<file path="config.mk">
export PLATFORM = sky130hd
export DESIGN_NAME = clkbuf_en_ctrl
export DESIGN_NICKNAME = d
export VERILOG_FILES = /design/src/rtl/clkbuf_en_pkg.sv /design/src/rtl/line_sync.sv /design/src/rtl/wr_slave.sv /design/src/rtl/en_bank.sv /design/src/rtl/out_gate.sv /design/src/rtl/clkbuf_en_ctrl.sv
export SDC_FILE = /design/constraint.sdc
export NUM_CORES = 1
export LEC_CHECK = 0
export BUFFER_PORTS_ARGS = -buffer_cell sky130_fd_sc_hd__buf_2
export CORE_ASPECT_RATIO = 0.7
export CORE_MARGIN = 3
export CORE_UTILIZATION = 58
export DETAILED_ROUTE_END_ITERATION = 6
export PLACE_DENSITY = 0.75
export SLEW_MARGIN = 25
export SYNTH_ARGS = -nofsm -noshare
export SYNTH_HDL_FRONTEND = slang
export SYNTH_SLANG_ARGS = --single-unit
</file>
<file path="constraint.sdc">
create_clock -name clk -period 2.2 [get_ports clk]
set_input_delay 0.22 -clock clk [delete_from_list [all_inputs] [get_ports clk]]
set_output_delay 0.22 -clock clk [all_outputs]
set_load 0.05 [all_outputs]
</file>
<file path="src/rtl/clkbuf_en_pkg.sv">
package clkbuf_en_pkg;
  localparam int NUM_OUT   = 7;
  localparam int NUM_DATA  = 2;
  localparam int HDR_BYTES = 3;
  localparam int SEL_W     = (NUM_DATA > 1) ? $clog2(NUM_DATA) : 1;
  localparam logic [7:0] DEV_BYTE = 8'hD2;
  // which enable byte feeds each output (bit i = output i)
  localparam logic [NUM_OUT-1:0][SEL_W-1:0] OUT_SEL = 7'b1111000;
  // bit position inside that byte, output 6 first
  localparam logic [NUM_OUT-1:0][2:0] OUT_POS =
    {3'd7, 3'd6, 3'd3, 3'd2, 3'd7, 3'd3, 3'd2};
endpackage

</file>
<file path="src/rtl/line_sync.sv">
module line_sync #(
  parameter int STAGES = 2
) (
  input  logic clk,
  input  logic rst,
  input  logic scl_i,
  input  logic sda_i,
  output logic scl_s,
  output logic sda_s,
  output logic scl_rise,
  output logic scl_fall,
  output logic start_det,
  output logic stop_det
);
  logic [1:0] raw, cur, old;
  assign raw = {sda_i, scl_i};

  for (genvar g = 0; g < 2; g++) begin : g_line
    logic [STAGES-1:0] pipe;
    logic              prev;
    always_ff @(posedge clk) begin
      if (rst) begin
        pipe <= '1;
        prev <= 1'b1;
      end else begin
        pipe <= {pipe[STAGES-2:0], raw[g]};
        prev <= pipe[STAGES-1];
      end
    end
    assign cur[g] = pipe[STAGES-1];
    assign old[g] = prev;
  end

  assign scl_s     = cur[0];
  assign sda_s     = cur[1];
  assign scl_rise  = cur[0] & ~old[0];
  assign scl_fall  = ~cur[0] & old[0];
  assign start_det = cur[0] & old[0] & old[1] & ~cur[1];
  assign stop_det  = cur[0] & old[0] & ~old[1] & cur[1];
endmodule

</file>
<file path="src/rtl/wr_slave.sv">
module wr_slave
  import clkbuf_en_pkg::*;
(
  input  logic             clk,
  input  logic             rst,
  input  logic             scl_s,
  input  logic             sda_s,
  input  logic             scl_rise,
  input  logic             scl_fall,
  input  logic             start_det,
  input  logic             stop_det,
  output logic             sda_oe,
  output logic             wr_en,
  output logic [SEL_W-1:0] wr_sel,
  output logic [7:0]       wr_data
);
  localparam int IDX_MAX = HDR_BYTES + NUM_DATA;
  localparam int IDX_W   = $clog2(IDX_MAX + 1);
  localparam logic [IDX_W-1:0] HDR_I = IDX_W'(HDR_BYTES);
  localparam logic [IDX_W-1:0] MAX_I = IDX_W'(IDX_MAX);

  typedef enum logic [1:0] {ST_IDLE, ST_RX, ST_ACK} st_t;
  st_t              state;
  logic [3:0]       bit_cnt;
  logic [7:0]       shreg;
  logic [IDX_W-1:0] byte_idx;
  logic             matched;

  always_ff @(posedge clk) begin
    if (rst) begin
      state    <= ST_IDLE;
      bit_cnt  <= '0;
      shreg    <= '0;
      byte_idx <= '0;
      matched  <= 1'b0;
      sda_oe   <= 1'b0;
      wr_en    <= 1'b0;
      wr_sel   <= '0;
      wr_data  <= '0;
    end else begin
      wr_en <= 1'b0;
      if (start_det) begin
        state    <= ST_RX;
        bit_cnt  <= '0;
        byte_idx <= '0;
        matched  <= 1'b0;
        sda_oe   <= 1'b0;
      end else if (stop_det) begin
        state   <= ST_IDLE;
        matched <= 1'b0;
        sda_oe  <= 1'b0;
      end else begin
        case (state)
          ST_RX: begin
            if (scl_rise && bit_cnt < 4'd8) begin
              shreg   <= {shreg[6:0], sda_s};
              bit_cnt <= bit_cnt + 4'd1;
            end else if (scl_fall && bit_cnt == 4'd8) begin
              if (byte_idx == '0) begin
                if (shreg == DEV_BYTE) begin
                  matched <= 1'b1;
                  sda_oe  <= 1'b1;
                  state   <= ST_ACK;
                end else begin
                  state <= ST_IDLE;
                end
              end else begin
                sda_oe <= 1'b1;
                state  <= ST_ACK;
                if (byte_idx >= HDR_I && byte_idx < MAX_I) begin
                  wr_en   <= 1'b1;
                  wr_sel  <= SEL_W'(byte_idx - HDR_I);
                  wr_data <= shreg;
                end
              end
            end
          end
          ST_ACK: begin
            if (scl_fall) begin
              sda_oe  <= 1'b0;
              bit_cnt <= '0;
              state   <= ST_RX;
              if (byte_idx != MAX_I) byte_idx <= byte_idx + 1'b1;
            end
          end
          default: ;
        endcase
      end
    end
  end


  ack_scl_low_chk: assert property (@(posedge clk) disable iff (rst)
    $rose(sda_oe) |-> !scl_s);

  stop_release_chk: assert property (@(posedge clk) disable iff (rst)
    stop_det |=> !sda_oe);

  wr_needs_match_chk: assert property (@(posedge clk) disable iff (rst)
    wr_en |-> matched);
endmodule

</file>
<file path="src/rtl/en_bank.sv">
module en_bank
  import clkbuf_en_pkg::*;
(
  input  logic               clk,
  input  logic               rst,
  input  logic               wr_en,
  input  logic [SEL_W-1:0]   wr_sel,
  input  logic [7:0]         wr_data,
  output logic [NUM_OUT-1:0] en_q
);
  logic unused_data;
  assign unused_data = ^wr_data;

  for (genvar i = 0; i < NUM_OUT; i++) begin : g_bit
    always_ff @(posedge clk) begin
      if (rst)
        en_q[i] <= 1'b1;
      else if (wr_en && wr_sel == OUT_SEL[i])
        en_q[i] <= wr_data[OUT_POS[i]];
    end
  end


  en_reset_chk: assert property (@(posedge clk)
    rst |=> en_q == '1);

  en_hold_chk: assert property (@(posedge clk) disable iff (rst)
    !wr_en |=> $stable(en_q));
endmodule

</file>
<file path="src/rtl/out_gate.sv">
module out_gate #(
  parameter int N = 7
) (
  input  logic         clk,
  input  logic         rst,
  input  logic         buf_clk,
  input  logic [N-1:0] en,
  output logic [N-1:0] clk_out
);
  logic [N-1:0] gate_q;

  always_ff @(posedge clk) begin
    if (rst)
      gate_q <= '1;
    else if (!buf_clk)
      gate_q <= en;
  end

  assign clk_out = {N{buf_clk}} & gate_q;


  gate_low_chk: assert property (@(posedge clk) disable iff (rst)
    (gate_q != $past(gate_q)) |-> !$past(buf_clk));
endmodule

</file>
<file path="src/rtl/clkbuf_en_ctrl.sv">
module clkbuf_en_ctrl
  import clkbuf_en_pkg::*;
(
  input  logic               clk,
  input  logic               rst,
  input  logic               scl_i,
  input  logic               sda_i,
  output logic               sda_oe,
  input  logic               buf_clk,
  output logic [NUM_OUT-1:0] clk_out
);
  logic scl_s, sda_s, scl_rise, scl_fall, start_det, stop_det;
  logic wr_en;
  logic [SEL_W-1:0] wr_sel;
  logic [7:0] wr_data;
  logic [NUM_OUT-1:0] en_q;

  line_sync #(.STAGES(2)) u_sync (
    .clk(clk), .rst(rst), .scl_i(scl_i), .sda_i(sda_i),
    .scl_s(scl_s), .sda_s(sda_s), .scl_rise(scl_rise), .scl_fall(scl_fall),
    .start_det(start_det), .stop_det(stop_det));

  wr_slave u_slave (
    .clk(clk), .rst(rst), .scl_s(scl_s), .sda_s(sda_s),
    .scl_rise(scl_rise), .scl_fall(scl_fall),
    .start_det(start_det), .stop_det(stop_det),
    .sda_oe(sda_oe), .wr_en(wr_en), .wr_sel(wr_sel), .wr_data(wr_data));

  en_bank u_bank (
    .clk(clk), .rst(rst), .wr_en(wr_en), .wr_sel(wr_sel),
    .wr_data(wr_data), .en_q(en_q));

  out_gate #(.N(NUM_OUT)) u_gate (
    .clk(clk), .rst(rst), .buf_clk(buf_clk), .en(en_q), .clk_out(clk_out));
endmodule

</file>
## Word-level counts from Yosys, hierarchy flattened

Index checks and enable logic that the tools add are counted.

- Add/sub/neg operators: 3
- $lt $le $gt $ge: 3
- Eq/ne operators: 13
- Multiplexer cells: 18
- Bitwise gates (word level): 19
- Reductions and logical operators: 18

Operators by type and width:

| kind | count |
|---|---|
| $reduce_and 4->1 | 5 |
| $not 1->1 | 11 |
| $mux 2 | 5 |
| $eq 8x8->1 const B | 1 |
| $mux 1 | 8 |
| $mux 4 | 2 |
| $ne 4x3->1 const B | 2 |
| $pmux 4 s2 | 1 |
| $and 1x1->1 | 7 |
| $and 7x7->7 | 1 |
| $reduce_and 7->1 | 1 |
| $reduce_or 7->1 | 1 |
| $ne 2x1->1 const B | 3 |
| $ne 3x3->1 const B | 2 |
| $logic_and 1x1->1 | 5 |
| $reduce_and 5->1 | 1 |
| $add 4x1->4 const B | 1 |
| $eq 4x4->1 const B | 1 |
| $lt 4x4->1 const B | 1 |
| $ne 4x4->1 const B | 1 |
| $pmux 2 s2 | 1 |
| $reduce_bool 4->1 | 1 |
| $add 3x1->3 const B | 1 |
| $ge 3x2->1 const B | 1 |
| other kinds (10) | 10 |

- Register bits after elaboration: 48
- Word-level logic and storage cells: 95

## Depth between registers and ports, before layout

- Depth in word-level cells: 8
- Depth in mapped cells: 8
- Depth with buffers taken out: 7

## Modules after synthesis

Synthesis repeated with hierarchy kept, for this count alone.

- Cells, all modules: 214
- Area total of the unflattened synthesis: 2062.0 um^2

Modules (own cells, without submodules):

| module | times used | cells an instance | area each (um^2) | seq. area each (um^2) |
|---|---|---|---|---|
| wr_slave | 1 | 148 | 1321.3 | 560.5 |
| en_bank | 1 | 28 | 292.8 | 140.1 |
| out_gate | 1 | 22 | 257.7 | 140.1 |
| line_sync | 1 | 16 | 190.2 | 120.1 |

## Worst setup path before layout

OpenSTA, ideal clock, no wires.

- Kind: reg2reg
- Start: reg u_slave.byte_idx[0]
- End: reg u_slave.wr_data[2]
- Arrival time: 1469 ps
- Setup slack: 604 ps
- Cell stages (with the launch flop): 9
- Clock period less this slack: 1596 ps
- Cell sequence: dfxtp_1 > ha_1 > ha_1 > a21oi_1 > o32ai_1 > and3_1 > buf_2 > mux2i_1 > nor2_1

- Word-level cells in the longest chain between the ends: 3

RTL lines:

| what | line | source |
|---|---|---|
| start, declared | wr_slave.sv:26 | `logic [IDX_W-1:0] byte_idx;` |
| start signal, assigned | wr_slave.sv:83 | `if (byte_idx != MAX_I) byte_idx <= byte_idx + 1'b1;` |
| $ge 3x2->1 (tied with other cells) | wr_slave.sv:70 | `if (byte_idx >= HDR_I && byte_idx < MAX_I) begin` |
| $logic_and 1x1->1 / $not 1->1 (equally long branches) | - |  |
| $reduce_and 7->1 (no line) * | - |  |
| end signal, assigned | wr_slave.sv:73 | `wr_data <= shreg;` |
| end, declared | wr_slave.sv:15 | `output logic [7:0] wr_data` |

Every way passes the cells marked *; elsewhere a longest branch is shown, timed or not.
A chain may end at the register's enable or synchronous reset.

## Final worst setup path

- Start: reg u_slave.byte_idx[0]
- End: reg u_slave.wr_data[7]

Same word-level chain as after synthesis.

==> impl_summary.log <==
INFO  metric ff2ff_setup_slack = 0.26 ns
INFO  metric design_area = 0.00203 mm²
INFO  metric drt_pass1_iterations = 4
INFO  metric post-layout-total-power = 1.44 mW
INFO  metric placementRows = 16
INFO  metric max_clock_freq = 516 MHz
INFO  metric die_y = 53.4 µm
INFO  metric setup_tns = 0 ns
INFO  metric vias = 1398
INFO  metric netlist_top_cells_count = dfxtp_1, nand2_1, a21oi_1
INFO  metric synth_largest_area_cell = dfxtp_1
INFO  metric critPathRequiredTime = 2.36 ns
INFO  metric drv.max_cap_violation_count = 0
INFO  metric hold_path_startpoint = sda_i
INFO  metric first_pass_grt_wire_length = 5710 µm
INFO  metric timing.slew.headroom = 62.0%
INFO  metric vdd_ir_drop_max = 0.000478 V
INFO  metric status = finished, final reports clean
INFO  metric die_w = 73.7 µm
INFO  metric synth.ff_latch_count = 44
INFO  metric worst_clock_skew = 0.00440 ns
INFO  metric synth_top_cell_area_share = 47.4%
INFO  metric diodes = 0
INFO  metric routed_length_per_instance = 14.3 µm
INFO  metric finish.net_count = 223
INFO  metric initial_core_utilization = 63.6%
INFO  metric synth_edf_count = 0
INFO  metric startpoint = u_slave.byte_idx[0]
INFO  metric layoutNonFillerInstCount = 247
INFO  metric worst_setup_hold_path_clk_slew = 0.08 ns
INFO  metric timing.final.crit_share = 88.1%
INFO  metric hold_ws = 0.105 ns
INFO  metric setup_viol = 0
INFO  metric post_cts.resized_instances = 0
INFO  metric ctsHtreeMaxLevel = 2
INFO  metric setup.worst_path.start_class = flop
INFO  metric synthCells = 198
INFO  metric core = 0.00292 mm²
INFO  metric pre_cts_slack = 0.334 ns
INFO  metric cellPowerDensity = 713 mW/mm²
INFO  metric area.growth.synth_to_final = 9.02%
INFO  metric worst_pin_slew = 0.570 ns
INFO  metric asyncSetResetFlopFracSynth = 0%
INFO  metric clock_sink_count = 44
INFO  metric cpPeakStageDelay = 0.45 ns
INFO  metric critical_path.slowest_cell = dfxtp_1
INFO  metric data_arrival_time_at_the_worst_slack_endpoint = 2.10 ns
INFO  metric io_buffers = 12
INFO  metric clock_latency = 0.30 ns
INFO  metric post_synthesis_net_count = 211
INFO  metric cts_buffers = 5
INFO  metric yosysSeqAreaShare = 47.4%
INFO  metric most_used_flip_flop_cell_after_synthesis = dfxtp_1
INFO  metric final.setup.worst_slack = 0.262 ns
INFO  metric cts_buffer_depth = 2
INFO  metric worstSetupEndpointType = flop
INFO  metric vias_in_the_first_global_route = 1240
INFO  metric detail_route.iter0.violations = 123
INFO  metric floorplan.die_area = 0.00393 mm²
INFO  metric yosys_warnings = 0
INFO  metric fraction_of_final_layout_cells_with_drive_strength_greater_than_1 = 13.7%
INFO  metric globalplace.congestion = 0.806
INFO  metric place.detailed.hpwl = 2570 µm
INFO  metric groute.usage.overall = 19.9%
INFO  metric pin_count_of_the_biggest_net_entering_global_routing = 37
INFO  metric finalCoreUtilization = 69.3%
INFO  metric most_frequent_cell_after_synthesis = dfxtp_1
INFO  metric worst-path-max-fanout = 6
INFO  metric r2r-start = u_slave.byte_idx[0]
INFO  metric synth_area_leaders = dfxtp_1, mux2i_1, a211o_1
INFO  metric antenna_found_initial = 0
INFO  metric min_period = 1.94 ns
INFO  metric syn-mean-instance-area = 9.38 µm²
INFO  metric place.detailed.instances = 239
INFO  metric cts-root-buf = clkbuf_8
INFO  metric cts_tree = yes
INFO  metric postCtsSetupBuffers = 0
INFO  metric gr-total-overflow = 0
INFO  metric drtAntennaViolNets = 0
INFO  metric timing.hold.worst.class = in2reg
INFO  metric remaining_drcs = 0
INFO  metric crit_type = reg2reg
INFO  metric cts_hold_bufs = 0
INFO  metric io-pin-count = 13
INFO  metric timing.final.max_slew_violations = 0
INFO  metric setup_repair_after_global_routing_missed_its_margin = no
INFO  metric netlist-cell-type-count = 31
INFO  metric crit_path_cell_trace = inv_1, ha_1, o32ai_1, and3_1, mux2i_1, nor2_1
INFO  metric routed_wirelength = 3540 µm
INFO  metric final_hold_viol_count = 0
INFO  metric placed_cell_area = 0.00194 mm²
INFO  metric viasPerCell = 5.66
INFO  metric mapped_cell_area = 0.00186 mm²
INFO  metric leakagePower = 0.799 nW
sequential cells by signal (all words and copies together), names as in the netlist:
name                flops
u_bank.en_q             7
u_gate.gate_q           7
u_slave.bit_cnt         4
u_slave.byte_idx        3
u_slave.sda_oe          1
u_slave.shreg           8
u_slave.state           2
u_slave.wr_data         4
u_slave.wr_en           1
u_slave.wr_sel          1
u_sync.g_line.pipe      4
u_sync.g_line.prev      2
power by group:
group | switching [mW] | internal (mW)
Clock | 0.258 | 0.256
Combinational | 0.0796 | 0.0354
Sequential | 0.00592 | 0.810
Total | 0.343 | 1.10
final timing paths:
kind	endpoint	depth (start not counted)
min reg2reg	u_sync.g_line[0].pipe[1]	1
max reg2reg	u_slave.wr_data[7]	6
min	u_sync.g_line[1].pipe[0]	2
max	u_slave.wr_data[7]	6
cell type report:
class	instances	area, µm²
Inverter	12	45.0
Timing Repair Buffer	12	60.1
Tap cell	36	45.0
Sequential cell	44	881
Multi-Input combinational cell	135	905
Clock buffer	8	90.1
Fill cell	234	897
logic make-up (layout without fill, tap and decap cells):
family / after synthesis / after routing / share of synthesized area [%]
simple gates: 75 / 75 / 22.0
flops: 44 / 44 / 47.4
compound gates: 40 / 40 / 14.9
buf+inv: 19 / 32 / 3.91
mux: 11 / 11 / 5.93
fa+ha+maj: 8 / 8 / 5.39
xor+xnor: 1 / 1 / 0.471
per-layer routing:
layer,global-route usage (%),up-vias,part of all wire [%]
li1,-,706,-
met1,28.0,653,51
met2,26.8,34,42
met3,7.40,5,6.1
met4,8.43,0,1.1
met5,0,-,0
cell usage in the layout (no fill, tap or decap), types with 6 or more instances in the layout:
| cell type | instances |
|---|---|
| nand2_1 | 19 |
| nand2b_1 | 6 |
| dfxtp_1 | 44 |
| inv_1 | 12 |
| mux2i_1 | 11 |
| and2_1 | 7 |
| or2_2 | 9 |
| a211o_1 | 12 |
| a21oi_1 | 15 |
| ha_1 | 8 |
| and3_1 | 7 |
| buf_2 | 12 |
| clkbuf_8 | 6 |
| nor2_1 | 14 |
critical path, delay by kind of cell (launching register included):
family	cells	cell delay, ns
flip-flops	1	0.45
AND/OR/NAND/NOR	2	0.45
AO/OA/AOI/OAI	1	0.30
adder cells (fa/ha/maj)	1	0.24
multiplexers	1	0.24
buffers and inverters	1	0.11
(Power assumes the default switching activity.)
